<file path="src/rtl/fwd_pkg.sv">
package fwd_pkg;
  // Operand source select codes
  typedef enum logic [1:0] {
    SRC_RF  = 2'b00,
    SRC_WB  = 2'b01,
    SRC_MEM = 2'b10
  } fwd_src_e;
endpackage

</file>
<file path="src/rtl/fwd_match.sv">
// One comparator: does a producing stage write the register a consumer reads?
module fwd_match #(
  parameter int AW = 5
) (
  input  logic [AW-1:0] src,
  input  logic [AW-1:0] dst,
  input  logic          we,
  output logic          hit
);
  localparam logic [AW-1:0] ZERO_REG = '0;

  always_comb begin
    hit = we && (dst != ZERO_REG) && (dst == src);
  end
endmodule

</file>
<file path="src/rtl/fwd_operand_sel.sv">
// Select logic for one ALU operand.
module fwd_operand_sel
  import fwd_pkg::*;
#(
  parameter int AW = 5
) (
  input  logic [AW-1:0] src,
  input  logic [AW-1:0] mem_rd,
  input  logic          mem_we,
  input  logic          mem_ld,
  input  logic [AW-1:0] wb_rd,
  input  logic          wb_we,
  output logic [1:0]    sel,
  output logic          ld_hazard
);
  logic mem_hit;
  logic wb_hit;

  fwd_match #(.AW(AW)) u_mem_cmp (
    .src(src), .dst(mem_rd), .we(mem_we), .hit(mem_hit)
  );

  fwd_match #(.AW(AW)) u_wb_cmp (
    .src(src), .dst(wb_rd), .we(wb_we), .hit(wb_hit)
  );

  fwd_src_e choice;

  always_comb begin
    ld_hazard = mem_hit && mem_ld;
    if (mem_hit && !mem_ld) begin
      choice = SRC_MEM;
    end else if (wb_hit) begin
      choice = SRC_WB;
    end else begin
      choice = SRC_RF;
    end
    sel = choice;
  end

  always_comb begin
    a_r1_no_illegal_code: assert (sel != 2'b11)
      else $error("illegal select code");
    a_r7_no_mem_on_load: assert (!(ld_hazard && sel == SRC_MEM))
      else $error("load result bypassed from memory stage");
    a_r4_mem_over_wb: assert (!(mem_hit && !mem_ld && sel == SRC_WB))
      else $error("write-back chosen over memory stage");
    a_r3_wb_taken: assert (!(wb_hit && !mem_hit && sel != SRC_WB))
      else $error("write-back match not selected");
  end
endmodule

</file>
<file path="src/rtl/fwd_unit.sv">
module fwd_unit
  import fwd_pkg::*;
#(
  parameter int AW      = 5,
  parameter int NUM_SRC = 2
) (
  input  logic [AW-1:0] ex_rs,
  input  logic [AW-1:0] ex_rt,
  input  logic [AW-1:0] mem_rd,
  input  logic          mem_regwrite,
  input  logic          mem_memread,
  input  logic [AW-1:0] wb_rd,
  input  logic          wb_regwrite,
  output logic [1:0]    sel_a,
  output logic [1:0]    sel_b,
  output logic          load_use
);
  localparam logic [AW-1:0] ZERO_REG = '0;

  logic [NUM_SRC-1:0][AW-1:0] srcs;
  logic [NUM_SRC-1:0][1:0]    sels;
  logic [NUM_SRC-1:0]         hazards;

  always_comb begin
    srcs    = '0;
    srcs[0] = ex_rs;
    srcs[1] = ex_rt;
  end

  for (genvar i = 0; i < NUM_SRC; i++) begin : g_opnd
    fwd_operand_sel #(.AW(AW)) u_sel (
      .src       (srcs[i]),
      .mem_rd    (mem_rd),
      .mem_we    (mem_regwrite),
      .mem_ld    (mem_memread),
      .wb_rd     (wb_rd),
      .wb_we     (wb_regwrite),
      .sel       (sels[i]),
      .ld_hazard (hazards[i])
    );
  end

  always_comb begin
    sel_a    = sels[0];
    sel_b    = sels[1];
    load_use = |hazards;
  end

  always_comb begin
    a_r2_mem_needs_writer: assert (!(sel_a == SRC_MEM) ||
        (mem_regwrite && !mem_memread && mem_rd != ZERO_REG && mem_rd == ex_rs))
      else $error("operand A memory bypass without a valid producer");
    a_r6_wb_needs_writer: assert (!(sel_b == SRC_WB) ||
        (wb_regwrite && wb_rd != ZERO_REG && wb_rd == ex_rt))
      else $error("operand B write-back bypass without a valid producer");
    a_r5_zero_never_bypassed: assert (!(ex_rs == ZERO_REG && sel_a != SRC_RF))
      else $error("register 0 bypassed");
    a_r8_flag_needs_load: assert (!load_use || (mem_memread && mem_regwrite))
      else $error("load_use without a load");
  end
endmodule

</file>
<file path="config.mk">
export PLATFORM = sky130hd
export DESIGN_NAME = fwd_unit
export DESIGN_NICKNAME = d
export VERILOG_FILES = /design/src/rtl/fwd_pkg.sv /design/src/rtl/fwd_match.sv /design/src/rtl/fwd_operand_sel.sv /design/src/rtl/fwd_unit.sv
export SDC_FILE = /design/constraint.sdc
export NUM_CORES = 1
export LEC_CHECK = 0
export BUFFER_PORTS_ARGS = -buffer_cell sky130_fd_sc_hd__buf_2
export CAP_MARGIN = 20
export CORE_AREA = 4 4 41 43
export DETAILED_ROUTE_END_ITERATION = 10
export DIE_AREA = 0 0 45 47
export GPL_ROUTABILITY_DRIVEN = 1
export SYNTH_ARGS = -nofsm -noshare
export SYNTH_HDL_FRONTEND = slang
export SYNTH_SLANG_ARGS = --single-unit
</file>
<file path="constraint.sdc">
create_clock -name vclk -period 2.4
set_clock_uncertainty 0.2 [all_clocks]
set_input_delay 0.36 -clock vclk [all_inputs]
set_output_delay 0.36 -clock vclk [all_outputs]
set_load 0.01 [all_outputs]
</file>
==> results of run 1 <==
-- per-layer routing --
| metal | global-route usage, % | vias up | share of wire, % |
|---|---|---|---|
| met3 | 0.766 | 0 | 7.1 |
| met1 | 11.9 | 168 | 42 |
| met2 | 14.7 | 15 | 51 |
| met5 | 0 | - | 0 |
| li1 | - | 196 | - |
| met4 | 2.34 | 0 | 0 |
-- cell families after synthesis --
group           synth area share [%]
compound gates                  8.68
xor+xnor                        57.9
simple gates                    33.5
-- cells in the final DEF (no fill, tap or decap), drive strengths merged --
cell and n:
xor2 14, or3 2, o21ai 2, o211ai 1, a21oi 1, and2b 1
or4 4, nand3 2, xnor2 6, nor4 4, buf 28
-- critical path, cell delays in order --
cell and delay, ns:
buf_2 0.12, or4_4 0.54, o21ai_2 0.14, nor4_1 0.10, nor4_2 0.27, buf_2 0.17
-- metrics by stage --
| stage | cells | hold WS [ns] | worst slack (ns) | power (mW) |
|---|---|---|---|---|
| 2_1_floorplan | 37 | 0.645 | 0.342 | 0.0343 |
| 3_3_place_gp | 80 | 0.864 | 0.179 | 0.0710 |
| 3_5_place_dp | 80 | 0.867 | 0.120 | 0.0714 |
| 4_1_cts | 80 | 0.871 | 0.122 | 0.0717 |
| 5_1_grt | 80 | 0.908 | 0.0581 | 0.0775 |
| 6_report | 80 | 0.873 | 0.138 | 0.0710 |
-- worst max path at each step --
stage / startpoint / end / slack (ns) / cells after the start
2_1_floorplan: mem_rd[2] / sel_a[0] / 0.34 / 4
5_1_grt: mem_rd[2] / sel_b[0] / 0.06 / 6
3_5_place_dp: mem_rd[2] / sel_b[0] / 0.12 / 6
6_report: mem_rd[2] / sel_b[0] / 0.14 / 6
4_1_cts: mem_rd[2] / sel_b[0] / 0.12 / 6
3_3_place_gp: mem_rd[2] / sel_a[0] / 0.18 / 6
-- cell type report --
class                           count  area (µm²)  share of cell area [%]
Timing Repair Buffer               28         140                    30.4
Tap cell                           15        18.8                    4.07
Multi-Input combinational cell     37         303                    65.6
-- power by group --
part	total [mW]	internal (mW)	switching [mW]
Clock	0	0	0
Combinational	0.0710	0.0356	0.0355
Sequential	0	0	0
==> results.py, run 1 <==
metrics = {
    "worst_setup_path": {
        "crit_type": "in -> out",
        "required_ns": 1.84,
        "cp.arrival_ns": 1.70,
        "startpoint_type": "input pin",
        "crit_fanout": 3,
        "end_kind": "output pin",
    },
    "die": {
        "die_x_um": 45,
        "core_mm2": 0.00130,
        "die-area_mm2": 0.00212,
        "io_pins": 28,
        "initial_utilization_pct": 23.3,
        "rows": 13,
        "die_h_um": 47,
    },
    "logic_synthesis": {
        "synth.cell_area_um2": 303,
        "yosysUniqueCellTypes": 13,
        "ys_seq_area_share_pct": 0,
        "ys_warn_count": 0,
        "synthTopCellsByArea": "xor2_1, xnor2_1, nor4_2",
        "postSynthAreaPerCell_um2": 8.18,
        "synth_area_leader_cell": "xor2_1",
        "syn_nets": 60,
        "synthTopCellsByCount": "xor2_1, xnor2_1, or4_1",
        "synth_most_common_cell": "xor2_1",
        "yosysTopAreaCellShare_pct": 40.5,
        "synthesis.instances": 37,
    },
    "place": {
        "place_congestion": 0.718,
        "portBuffers": 28,
        "post_dp_cell_area_um2": 462,
        "dp_hpwl_um": 906,
    },
    "timing": {
        "finalCritPeriodShare_pct": 94.3,
        "max_freq_mhz": 442,
        "slew_headroom_pct": 67.4,
        "hold_viol_final": 0,
        "worst_pin_slew_ns": 0.485,
        "setup_violations": 0,
        "maxSlewViolCount": 0,
        "rsz0062_at_grt": "no",
        "setup_tns_ns": 0,
        "layout_min_cycle_time_ns": 2.26,
    },
    "cells_and_area": {
        "nFillCells": 154,
        "final_core_utilization_pct": 35.5,
        "regArea_um2": 0,
        "area_delta_synth_final_pct": 52.5,
        "design.seq.count": 0,
        "antenna_cells": 0,
        "drive_gt1_share_pct": 49.2,
        "clkbuf_count": 0,
        "stdcell_area_um2": 462,
        "fin_nets": 90,
    },
    "clock_network": {
        "post-cts-setup-buffer-count": 0,
        "ctsHoldBuffers": 0,
        "cts-resized-gates": 0,
    },
    "pwr": {
        "peakVddDrop_uv": 52.1,
        "cellPowerDensity_mw_per_mm2": 154,
        "p_leak_nw": 0.212,
    },
    "min_path": {
        "whs_path_depth": 4,
        "hp-class": "in -> out",
        "worstHoldStart": "mem_memread",
        "min_delay_worst_endpoint": "load_use",
    },
    "global_routing": {
        "overflow": 0,
        "grt_max_degree": 5,
        "first_global_vias": 385,
        "antenna_found_initial": 0,
        "track_usage_pct": 8.73,
        "grt_pass1_wl_mm": 1.46,
    },
    "detailed_routing": {
        "drc": 0,
        "avgViaCountPerCell": 4.74,
        "ant_nets": 0,
        "first_pass_iters": 3,
        "vias": 379,
        "wl_per_cell_um": 12.0,
        "totalWireLength_um": 962,
        "initialDrtViolationCount": 1,
    },
    "job": {
        "max_cap_viol_count": 0,
    },
    "outcome": {
        "outcome": "completed",
    },
}
Note: power is estimated with default switching activity, not from simulation.
==> run 2: changes to the inputs <==
--- a/config.mk
+++ b/config.mk
@@ -7,10 +7,14 @@
 export LEC_CHECK = 0
 export BUFFER_PORTS_ARGS = -buffer_cell sky130_fd_sc_hd__buf_2
 export CAP_MARGIN = 20
+export CELL_PAD_IN_SITES_DETAIL_PLACEMENT = 0
+export CELL_PAD_IN_SITES_GLOBAL_PLACEMENT = 1
 export CORE_AREA = 4 4 41 43
 export DETAILED_ROUTE_END_ITERATION = 10
 export DIE_AREA = 0 0 45 47
 export GPL_ROUTABILITY_DRIVEN = 1
+export PLACE_DENSITY_LB_ADDON = 0.1
+export RECOVER_POWER = 25
 export SYNTH_ARGS = -nofsm -noshare
 export SYNTH_HDL_FRONTEND = slang
 export SYNTH_SLANG_ARGS = --single-unit
==> results.py, run 2 (synthesized netlist as in run 1, its figures left out) <==
metrics = {
    "outcome": {
        "outcome": "completed",
    },
    "pwr": {
        "cellPowerDensity_mw_per_mm2": 153,
        "peakVddDrop_uv": 60.5,
        "p_total_mw": 0.0706,
        "p_leak_nw": 0.212,
    },
    "cells_and_area": {
        "drive_gt1_share_pct": 49.2,
        "clkbuf_count": 0,
        "fin_nets": 90,
        "antenna_cells": 0,
        "nFillCells": 168,
        "area_delta_synth_final_pct": 52.5,
        "design.seq.count": 0,
        "layout_common_cells": "buf_2, xor2_1, xnor2_1",
        "regArea_um2": 0,
        "final_common_cell": "buf_2",
    },
    "global_routing": {
        "grt_most_used_layer": "met2",
        "grt_use_met2_pct": 15.5,
        "track_usage_pct": 8.65,
        "first_global_vias": 343,
        "grt_max_degree": 5,
        "overflow": 0,
        "grt_pass1_wl_mm": 1.41,
        "grtUsageMet3_pct": 0.766,
        "grt_util_met1_pct": 11.9,
        "antenna_found_initial": 0,
    },
    "detailed_routing": {
        "initialDrtViolationCount": 0,
        "first_pass_iters": 1,
        "totalWireLength_um": 957,
        "wl_per_cell_um": 12.0,
        "avgViaCountPerCell": 4.46,
        "ant_nets": 0,
        "drc": 0,
        "vias": 357,
    },
    "timing": {
        "finalCritPeriodShare_pct": 94.2,
        "finalWorstSetupSlack_ns": 0.139,
        "max_freq_mhz": 442,
        "slew_headroom_pct": 71.9,
        "setup_tns_ns": 0,
        "holdWs_ns": 0.867,
        "maxSlewViolCount": 0,
        "rsz0062_at_grt": "no",
        "worst_pin_slew_ns": 0.417,
        "setup_violations": 0,
        "layout_min_cycle_time_ns": 2.26,
        "hold_viol_final": 0,
    },
    "die": {
        "die_h_um": 47,
        "die_x_um": 45,
        "die-area_mm2": 0.00212,
        "core_mm2": 0.00130,
        "io_pins": 28,
        "rows": 13,
        "initial_utilization_pct": 23.3,
    },
    "place": {
        "post-place-ws_ns": 0.123,
        "place_congestion": 0.774,
        "portBuffers": 28,
    },
    "min_path": {
        "hp-class": "in -> out",
        "worstHoldStart": "mem_memread",
    },
    "worst_setup_path": {
        "required_ns": 1.84,
        "cp-startpoint": "mem_rd[2]",
        "end_kind": "output pin",
        "cp.arrival_ns": 1.70,
        "startpoint_type": "input pin",
        "crit_type": "in -> out",
        "crit_fanout": 3,
    },
    "clock_network": {
        "post-cts-setup-buffer-count": 0,
        "cts-resized-gates": 0,
        "ctsHoldBuffers": 0,
    },
    "job": {
        "max_cap_viol_count": 0,
    },
}
-- run 2: metal layers --
metal / part of all wire [%] / vias to the layer above / wire [µm]
met5: 0 / - / 0
met4: 0 / 0 / 0
met3: 9.6 / 0 / 92
met2: 45 / 18 / 434
met1: 45 / 147 / 430
li1: - / 192 / -
-- run 2: cell type report --
cell class	count	area (µm²)	share of cell area [%]
timing repair buffer	28	140	30.4
multi-input combinational	37	303	65.6
tap	15	18.8	4.07
-- run 2: critical path, cell delays in order --
cell and delay [ns]:
buf_2 0.12, or4_4 0.54, o21ai_2 0.14, nor4_1 0.09, nor4_2 0.27, buf_2 0.17
-- run 2: path summary, 6_finish.rpt --
kind / end / slack, ns / cells past startpoint
min: load_use / 0.87 / 4
max: sel_b[0] / 0.14 / 6
-- run 2: per-stage QoR --
stage                     instance area, µm²  std cells  utilization [%]
after floorplan                          303         37                -
after global placement                   462         80             35.5
after detailed placement                 462         80             35.5
after CTS                                462         80             35.5
after global routing                     462         80             35.5
final                                    462         80             35.5
-- run 2: power by group --
part / switching [mW] / internal [mW]
registers: 0 / 0
logic: 0.0351 / 0.0355
clock network: 0 / 0
